<file path="src/rtl/ptt_pkg.sv">
package ptt_pkg;

  typedef enum logic [1:0] {
    MODE_RUN   = 2'd0,
    MODE_SPLIT = 2'd1,
    MODE_CLEAR = 2'd2,
    MODE_FILL  = 2'd3
  } chain_mode_e;

  // Priority: split mode, then clear, then fill, then ordinary running.
  function automatic chain_mode_e decode_mode(input logic skip, input logic ones,
                                              input logic zero);
    if (skip && ones && zero) return MODE_SPLIT;
    if (zero)                 return MODE_CLEAR;
    if (ones)                 return MODE_FILL;
    return MODE_RUN;
  endfunction

endpackage

</file>
<file path="src/rtl/ptt_chain.sv">
module ptt_chain
  import ptt_pkg::*;
#(
  parameter int STAGES  = 24,
  parameter int SECTION = 8,
  parameter int SKIP    = 8
) (
  input  logic              clk,
  input  logic              rst_n,
  input  chain_mode_e       mode,
  input  logic              adv,
  input  logic              skip,
  output logic [STAGES-1:0] stage_q
);

  localparam int NSEC = STAGES / SECTION;
  localparam int HI_W = STAGES - SKIP;

  logic [STAGES-1:0] stage_d;
  logic [STAGES-1:0] sec_inc;
  logic [STAGES-1:0] full_inc;
  logic [STAGES-1:0] hi_inc;

  // Each section increments on its own, with no carry between sections.
  for (genvar g = 0; g < NSEC; g++) begin : g_sec
    assign sec_inc[g*SECTION +: SECTION] =
      stage_q[g*SECTION +: SECTION] + SECTION'(1);
  end

  assign full_inc = stage_q + STAGES'(1);
  assign hi_inc   = {stage_q[STAGES-1:SKIP] + HI_W'(1), stage_q[SKIP-1:0]};

  always_comb begin
    stage_d = stage_q;
    unique case (mode)
      MODE_CLEAR: stage_d = '0;
      MODE_FILL:  stage_d = '1;
      MODE_SPLIT: if (adv) stage_d = sec_inc;
      MODE_RUN:   if (adv) stage_d = skip ? hi_inc : full_inc;
      default:    stage_d = stage_q;
    endcase
  end

  always_ff @(posedge clk or negedge rst_n) begin
    if (!rst_n) stage_q <= '0;
    else        stage_q <= stage_d;
  end

endmodule

</file>
<file path="src/rtl/ptt_tap_mux.sv">
module ptt_tap_mux #(
  parameter int SEL_W = 4
) (
  input  logic [(1<<SEL_W)-1:0] taps,
  input  logic [SEL_W-1:0]      sel,
  output logic                  tap_bit
);

  assign tap_bit = taps[sel];

endmodule

</file>
<file path="src/rtl/ptt_oneshot.sv">
module ptt_oneshot #(
  parameter int PW_W = 8
) (
  input  logic            clk,
  input  logic            rst_n,
  input  logic            trig,
  input  logic [PW_W-1:0] width,
  output logic            active
);

  logic            trig_prev_q;
  logic [PW_W-1:0] left_q;
  logic [PW_W-1:0] left_d;
  logic            rise;

  assign rise = trig && !trig_prev_q;

  always_comb begin
    left_d = left_q;
    if (rise)              left_d = (width == '0) ? PW_W'(1) : width;
    else if (left_q != '0) left_d = left_q - PW_W'(1);
  end

  always_ff @(posedge clk or negedge rst_n) begin
    if (!rst_n) begin
      trig_prev_q <= 1'b0;
      left_q      <= '0;
    end else begin
      trig_prev_q <= trig;
      left_q      <= left_d;
    end
  end

  assign active = (left_q != '0);

endmodule

</file>
<file path="src/rtl/prog_tap_timer.sv">
module prog_tap_timer
  import ptt_pkg::*;
#(
  parameter int STAGES  = 24,
  parameter int SECTION = 8,
  parameter int SKIP    = 8,
  parameter int SEL_W   = 4,
  parameter int PW_W    = 8
) (
  input  logic             clk,
  input  logic             rst_n,
  input  logic             hold,
  input  logic             skip_low,
  input  logic             force_ones,
  input  logic             force_zero,
  input  logic [SEL_W-1:0] tap_sel,
  input  logic             oneshot_en,
  input  logic [PW_W-1:0]  pulse_width,
  output logic             tap_out
);

  localparam int BASE = STAGES - (1 << SEL_W);

  logic [1:0]        rst_sync_q;
  logic              rst_int_n;
  chain_mode_e       mode;
  logic [STAGES-1:0] stage_q;
  logic              tap_bit;
  logic              pulse;

  // Asynchronous assertion, synchronous release.
  always_ff @(posedge clk or negedge rst_n) begin
    if (!rst_n) rst_sync_q <= 2'b00;
    else        rst_sync_q <= {rst_sync_q[0], 1'b1};
  end
  assign rst_int_n = rst_sync_q[1];

  assign mode = decode_mode(skip_low, force_ones, force_zero);

  ptt_chain #(
    .STAGES (STAGES),
    .SECTION(SECTION),
    .SKIP   (SKIP)
  ) chain_i (
    .clk    (clk),
    .rst_n  (rst_int_n),
    .mode   (mode),
    .adv    (!hold),
    .skip   (skip_low),
    .stage_q(stage_q)
  );

  ptt_tap_mux #(
    .SEL_W(SEL_W)
  ) mux_i (
    .taps   (stage_q[STAGES-1:BASE]),
    .sel    (tap_sel),
    .tap_bit(tap_bit)
  );

  ptt_oneshot #(
    .PW_W(PW_W)
  ) shot_i (
    .clk   (clk),
    .rst_n (rst_int_n),
    .trig  (tap_bit),
    .width (pulse_width),
    .active(pulse)
  );

  assign tap_out = oneshot_en ? pulse : tap_bit;

endmodule

</file>
<file path="config.mk">
export PLATFORM = sky130hd
export DESIGN_NAME = prog_tap_timer
export DESIGN_NICKNAME = d
export VERILOG_FILES = /design/src/rtl/ptt_pkg.sv /design/src/rtl/ptt_chain.sv /design/src/rtl/ptt_tap_mux.sv /design/src/rtl/ptt_oneshot.sv /design/src/rtl/prog_tap_timer.sv
export SDC_FILE = /design/constraint.sdc
export NUM_CORES = 1
export LEC_CHECK = 0
export BUFFER_PORTS_ARGS = -buffer_cell sky130_fd_sc_hd__buf_4
export CORE_AREA = 4 4 101 103
export CTS_BUF_LIST = sky130_fd_sc_hd__clkbuf_4
export DETAILED_ROUTE_END_ITERATION = 16
export DIE_AREA = 0 0 105 107
export MAX_ROUTING_LAYER = met4
export PLACE_DENSITY = 0.56
export SLEW_MARGIN = 20
export SYNTH_ARGS = -nofsm -noshare
export SYNTH_HDL_FRONTEND = slang
export SYNTH_SLANG_ARGS = --single-unit
</file>
<file path="constraint.sdc">
create_clock -name clk -period 3.8 [get_ports clk]
set_clock_uncertainty 0.05 [all_clocks]
set_input_delay 0.38 -clock clk [delete_from_list [all_inputs] [get_ports clk]]
set_output_delay 0.38 -clock clk [all_outputs]
set_load 0.03 [all_outputs]
</file>
==> results by group, run 1 <==
Synthesis
  • Avg Cell Area, Syn: 8.62 um^2
  • Synth top area share: 0.319
  • Top cells by area, synth: dfrtp_1 32%, a21oi_1 5.3%, mux2_2 4.1%
  • Register area share after synthesis: 0.319
  • Cell Area, Synth: 2740 um^2
  • Number of synthesized flops with an enable pin: 0
  • Post-synth top cells: 35 x dfrtp_1, 29 x a21oi_1, 28 x nor2_1
  • Distinct cell type count after synthesis: 67
  • Flops & latches, synth: 35
  • Syn Inst Count: 318
  • Cell taking the most area after synthesis: dfrtp_1
  • Synth warn: 0
  • Asr flop ratio synth: 1.00
  • Syn nets: 342
  • Commonest register cell after synthesis: dfrtp_1
  • Most common cell in the netlist: dfrtp_1

Layout
  • Layout cells sized above 1: 0.155
  • Storage element area: 876 um^2
  • # fillers: 975
  • Nets: 353
  • Footprint of the multi-input gates: 1760 um^2
  • Fin cells: 441
  • Area grow syn2layout: 10.4%
  • Final design utilization: 0.329
  • # diodes: 0

Global route
  • Total GRT Usage: 0.139
  • Initial antenna violation count: 0
  • Global-route wire length before repair: 12.6 mm
  • Largest net degree at the start of global routing: 34
  • Vias in the first global route: 2422
  • Grt ovf: 0

Route
  • Antenna Nets Post-Route: 0
  • DRC Markers: 0
  • Drt pass-1 iters: 5
  • Vias per cell: 5.85
  • Wire per inst: 17.0 um
  • Number of DRC markers in iteration 0: 183
  • Vias post-DR: 2578
  • Post-Route WL: 7.51 mm

Setup path
  • CP arrival: 2170 ps
  • Worst EP required: 3370 ps
  • Crit path max fanout: 9
  • Flop2flop setup slack: 1570 ps
  • Nature of the critical path endpoint: output pin
  • Type of origin of the critical path: flop
  • Crit. Startpoint: chain_i.stage_q[8]$_DFFE_PN0P_
  • Reg2Reg Launch Point: chain_i.stage_q[8]$_DFFE_PN0P_
  • WS Path Type: reg -> out

Worst hold path
  • Hold Path Class: in -> reg
  • Hold path startpoint: pulse_width[7]

Timing
  • Final critical delay including setup and external delays: 2600 ps
  • Setup_tns: 0 ps
  • RSZ-0062 raised after global routing: false
  • Final worst path period share: 0.683
  • Max Slew Vio Count: 0
  • WHS: 215 ps
  • Worst-Margin Slew: 627 ps
  • Final Setup Violations: 0
  • Hold Violations, Final: 0
  • Fmax: 0.385 GHz
  • Slew margin rel.: 0.581

Placement
  • Placed cells: 432
  • Hpwl dp: 5.29 mm
  • Count of buffers from port buffering: 19
  • RD Place Congestion: 0.821

Clock tree
  • Cts repair resizes: 0
  • CTS Hold Bufs: 1
  • Setup Buffers After CTS: 0
  • CTS buffer count: 5
  • Clock Path Buffers: 2
  • CTS Root Cell: clkbuf_4
  • CTS tree: built
  • Worst-path clk slew: 140 ps
  • CTS HTree Levels: 2
  • CTS sink cnt: 35
  • Worst skew pair latency: 350 ps

Power and ir drop
  • Cell Pwr Density: 426 nW/um^2
  • Peak supply drop: 166 uV
  • Cell leakage power: 1.17 nW
  • Final Power: 0.00129 W

Run
  • Max Cap Viol: 0

Floorplanning
  • Core Region: 9200 um^2
  • Die width: 105 um
  • Die area: 11200 um^2
  • Row Count: 35
  • I/O pin cnt: 20
  • Initial Utilization: 0.298
  • Vert. Die Dim: 107 um

Run status
  • Status: finished, final reports clean
[registers in the layout (all words and copies together) (netlist names)]
| register | flops |
|---|---|
| chain_i.stage_q | 24 |
| rst_sync_q | 2 |
| shot_i.trig_prev_q | 1 |
| shot_i.left_q | 8 |
[metal layers]
layer	global-route usage	share of wire	vias to the layer above
met4	0.0216	0.0073	0
met3	0.0241	0.058	9
li1	-	-	1234
met1	0.192	0.48	1245
met2	0.219	0.45	90
met5	-	0	-
[through the flow]
| step | setup WS, ps | instance area [um^2] |
|---|---|---|
| 2_1_floorplan | 1720 | 2740 |
| 3_3_place_gp | 1610 | 2960 |
| 3_5_place_dp | 1600 | 2960 |
| 4_1_cts | 1190 | 3030 |
| 5_1_grt | 1070 | 3030 |
| 6_report | 1200 | 3030 |
[final timing paths]
| path | endpoint | depth (start not counted) |
|---|---|---|
| min in group asynchronous | chain_i.stage_q[13]$_DFFE_PN0P_ | 1 |
| worst max-delay path | tap_out | 6 |
| worst min-delay path | shot_i.left_q[7]$_DFFE_PN0P_ | 2 |
| max in group asynchronous | chain_i.stage_q[16]$_DFFE_PN0P_ | 1 |
| worst min register to register | chain_i.stage_q[13]$_DFFE_PN0P_ | 1 |
| worst max register to register | chain_i.stage_q[20]$_DFFE_PN0P_ | 6 |
[area by class of cell]
cell class	instances	area share
clock inverter	3	0.00662
timing repair buffer	21	0.0529
clock buffer	5	0.0124
multi-input combinational	258	0.583
inverter	8	0.00993
tap	111	0.0459
sequential	35	0.289
[where the power goes]
part           total [W]  internal (W)  switching, W
sequential      0.000595      0.000463      0.000132
clock           0.000217     0.0000708      0.000146
combinational   0.000478      0.000237      0.000240
total            0.00129      0.000771      0.000518
[cells by family after synthesis]
family                   share of synthesized area
AND/OR/NAND/NOR                              0.241
AO/OA/AOI/OAI                                0.257
flip-flops                                   0.319
buffers and inverters                       0.0374
multiplexers                                0.0822
XOR/XNOR                                    0.0383
adder cells (fa/ha/maj)                     0.0228
other                                      0.00137
[worst max-delay path: stages (launching register included)]
cell and delay (ps):
dfrtp_1 500, nor2b_1 170, a2111oi_0 470, nor4_2 140
o21a_1 210, o21a_1 170, buf_4 160
[placed cells by master (no fill, tap or decap), types with 6 or more instances in the layout]
cell type / netlist / routed
nor2_1: 28 / 28
nand4_1: 7 / 7
a31oi_1: 6 / 6
inv_1: 7 / 7
nand2_1: 22 / 22
nor3_1: 8 / 8
o21ai_0: 19 / 19
nor2b_1: 6 / 6
dfrtp_1: 35 / 35
and3_1: 7 / 7
buf_4: 2 / 20
nand3_1: 13 / 13
mux2_2: 10 / 10
mux2i_1: 6 / 6
xnor2_1: 10 / 10
a21oi_1: 29 / 29
Power figures use the tool's default switching activity.
==> run 2, diff against run 1 <==
--- a/config.mk
+++ b/config.mk
@@ -5,11 +5,12 @@
 export SDC_FILE = /design/constraint.sdc
 export NUM_CORES = 1
 export LEC_CHECK = 0
+export ABC_AREA = 1
 export BUFFER_PORTS_ARGS = -buffer_cell sky130_fd_sc_hd__buf_4
-export CORE_AREA = 4 4 101 103
+export CORE_AREA = 4 4 100 102
 export CTS_BUF_LIST = sky130_fd_sc_hd__clkbuf_4
 export DETAILED_ROUTE_END_ITERATION = 16
-export DIE_AREA = 0 0 105 107
+export DIE_AREA = 0 0 104 106
 export MAX_ROUTING_LAYER = met4
 export PLACE_DENSITY = 0.56
 export SLEW_MARGIN = 20
==> constraint.sdc (replaced) <==
create_clock -name clk -period 2.65 [get_ports clk]
set_clock_uncertainty 0.05 [all_clocks]
set_input_delay 0.265 -clock clk [delete_from_list [all_inputs] [get_ports clk]]
set_output_delay 0.265 -clock clk [all_outputs]
set_load 0.03 [all_outputs]
==> run 2 against run 1 <==
Effect of this change: setup slack got worse by 610 ps; sequential cell count unchanged; worst hold slack got worse by 110 ps; combinational power increased by 32%; critical endpoint unchanged; largest power group unchanged.
==> results by group, run 2 <==
Synthesis
  • Syn Inst Count: 409
  • Top cells by area, synth: dfrtp_1 33%, nand2_1 14%, nand3_1 9.7%
  • Post-synth top cells: 102 x nand2_1, 58 x inv_1, 52 x nand3_1
  • Cell Area, Synth: 2680 um^2
  • Commonest register cell after synthesis: dfrtp_1
  • Synth warn: 0
  • Register area share after synthesis: 0.327
  • Number of synthesized flops with an enable pin: 0
  • Syn nets: 433
  • Most common cell in the netlist: nand2_1
  • Distinct cell type count after synthesis: 35
  • Flops & latches, synth: 35
  • Cell taking the most area after synthesis: dfrtp_1
  • Asr flop ratio synth: 1.00
  • Avg Cell Area, Syn: 6.55 um^2
  • Synth top area share: 0.327

Run status
  • Status: finished, final reports clean

Power and ir drop
  • Part of the power in registers: 0.433
  • Combinational share of power: 0.351
  • Pint: 0.00111 W
  • Peak supply drop: 235 uV
  • Clock share of power: 0.217
  • Sw Share: 0.386
  • Net switching power: 0.000696 W
  • Cell leakage power: 1.52 nW
  • Cell Pwr Density: 594 nW/um^2

Layout
  • Commonest non-fill, non-tap cell in the layout: nand2_1
  • # fillers: 1004
  • Most frequent cells in the layout: 102 x nand2_1, 58 x inv_1, 52 x nand3_1
  • Area grow syn2layout: 13.3%
  • Nets: 459
  • Footprint of the multi-input gates: 1530 um^2
  • Top flop regs: chain_i.stage_q x24, shot_i.left_q x8, rst_sync_q x2
  • Layout cells sized above 1: 0.103
  • # diodes: 0
  • Max FFs per register: 24
  • Biggest register: chain_i.stage_q
  • Storage element area: 876 um^2

Setup path
  • Crit. Startpoint: chain_i.stage_q[13]$_DFFE_PN0P_
  • WS Path Type: reg -> out
  • Worst Reg-to-Reg Cells: 11
  • Crit path max fanout: 6
  • Max incr delay on CP: 480 ps
  • Flop2flop setup slack: 850 ps
  • Crit-path cells: inv_1 -> nand2_1 -> nand3_1 -> nand3_1 -> nand3b_1 -> nand2_2 -> nor2_1 -> a21oi_1 -> buf_4
  • Reg2Reg Launch Point: chain_i.stage_q[16]$_DFFE_PN0P_
  • Critical Path Sink: tap_out
  • Most used cell, CP: nand3_1
  • Type of origin of the critical path: flop
  • Nature of the critical path endpoint: output pin
  • CP arrival: 1740 ps
  • Worst r2r dst: chain_i.stage_q[20]$_DFFE_PN0P_
  • Worst EP required: 2340 ps
  • Max stage delay cell, worst path: dfrtp_1

Timing
  • Max Slew Vio Count: 0
  • Final critical delay including setup and external delays: 2060 ps
  • Final Setup Violations: 0
  • Final worst path period share: 0.776
  • Fmax: 0.486 GHz
  • RSZ-0062 raised after global routing: false
  • Slew margin rel.: 0.651
  • Slack of the critical path: 593 ps
  • Hold Violations, Final: 0
  • Setup_tns: 0 ps
  • Worst-Margin Slew: 523 ps

Route
  • Antenna Nets Post-Route: 0
  • Drt pass-1 iters: 5
  • Vias per cell: 4.92
  • Post-Route WL: 7.33 mm
  • Number of DRC markers in iteration 0: 143
  • DRC Markers: 0
  • Wire per inst: 13.4 um
  • Vias post-DR: 2690

Global route
  • Global-route wire length before repair: 12.5 mm
  • Total GRT Usage: 0.142
  • Largest net degree at the start of global routing: 34
  • Grt ovf: 0
  • Vias in the first global route: 2562
  • Initial antenna violation count: 0

Clock tree
  • CTS HTree Levels: 2
  • CTS tree: built
  • Worst-path clk slew: 120 ps
  • Worst skew pair latency: 360 ps
  • CTS sink cnt: 35
  • CTS buffer count: 5
  • CTS Root Cell: clkbuf_4
  • Clock Path Buffers: 2

Placement
  • RD Place Congestion: 0.911
  • Dpl ws: 792 ps
  • Count of buffers from port buffering: 19
  • Hpwl dp: 5.75 mm

Floorplanning
  • Row Count: 35
  • Vert. Die Dim: 106 um
  • Initial Utilization: 0.294
  • Core Region: 9110 um^2
  • I/O pin cnt: 20
  • Die width: 104 um
  • Die area: 11000 um^2

Run
  • Max Cap Viol: 0

Worst hold path
  • Hold Path Class: in -> reg
run 2: routing by layer:
layer	track usage	part of all wire
met5	-	0
met4	0.0532	0.017
met3	0.0206	0.039
met2	0.220	0.47
met1	0.189	0.47
run 2: stage by stage:
stage / hold WS (ps) / total power [W] / cell area (um^2) / util / cells
final: 104 / 0.00180 / 3040 / 0.333 / 547
after CTS: 99.5 / 0.00182 / 3040 / 0.333 / 547
after global placement: -1.49 / 0.00143 / 2950 / 0.324 / 538
after global routing: 86.6 / 0.00196 / 3040 / 0.333 / 547
after detailed placement: -2.25 / 0.00142 / 2950 / 0.324 / 538
after floorplan: -80.6 / 0.00125 / 2680 / - / 409
run 2: how the worst min path moves through the flow:
stage / from / to / slack, ps / depth (start not counted)
global route: pulse_width[2] / shot_i.left_q[2]$_DFFE_PN0P_ / 90 / 3
floorplan: rst_n / rst_sync_q[0]$_DFF_PN0_ / -80 / 0
finish: pulse_width[7] / shot_i.left_q[7]$_DFFE_PN0P_ / 100 / 3
detailed placement: rst_n / rst_sync_q[0]$_DFF_PN0_ / -2 / 1
global placement: rst_n / rst_sync_q[1]$_DFF_PN0_ / -1 / 1
CTS: pulse_width[3] / shot_i.left_q[3]$_DFFE_PN0P_ / 100 / 3
run 2: timing repair:
item / 4_1_cts / 5_1_grt
endpoints found under the hold margin: 2 / 0
hold buffers: 1 / 0
buffers inserted: 0 / 0
gates resized for setup: 0 / 0
run 2: worst max-delay path, delay by kind of cell, from the launching register on:
family	cells	cell delay (ps)
compound gates	1	110
buf+inv	2	320
simple gates	6	500
flops	1	480
run 2: power groups by stage:
stage | Combinational [W] | Sequential (W) | Clock (W)
after global placement | 0.000637 | 0.000790 | 0
final | 0.000633 | 0.000780 | 0.000391
after floorplan | 0.000491 | 0.000762 | 0
after global routing | 0.000732 | 0.000799 | 0.000432
after CTS | 0.000639 | 0.000781 | 0.000403
after detailed placement | 0.000633 | 0.000790 | 0
run 2: final cells by class:
class                   instances  area share
repair buffers                 22      0.0552
clock buffers                   5      0.0124
inverters                      64      0.0800
well taps                     111      0.0458
multi-input cells             307       0.505
flip-flops and latches         35       0.289
clock inverters                 3      0.0128
run 2: cells by family after synthesis:
kind of cell	share of synthesized area
simple gates	0.370
buf+inv	0.100
compound gates	0.135
other cells	0.00140
flops	0.327
fa+ha+maj	0.0234
xor+xnor	0.0425
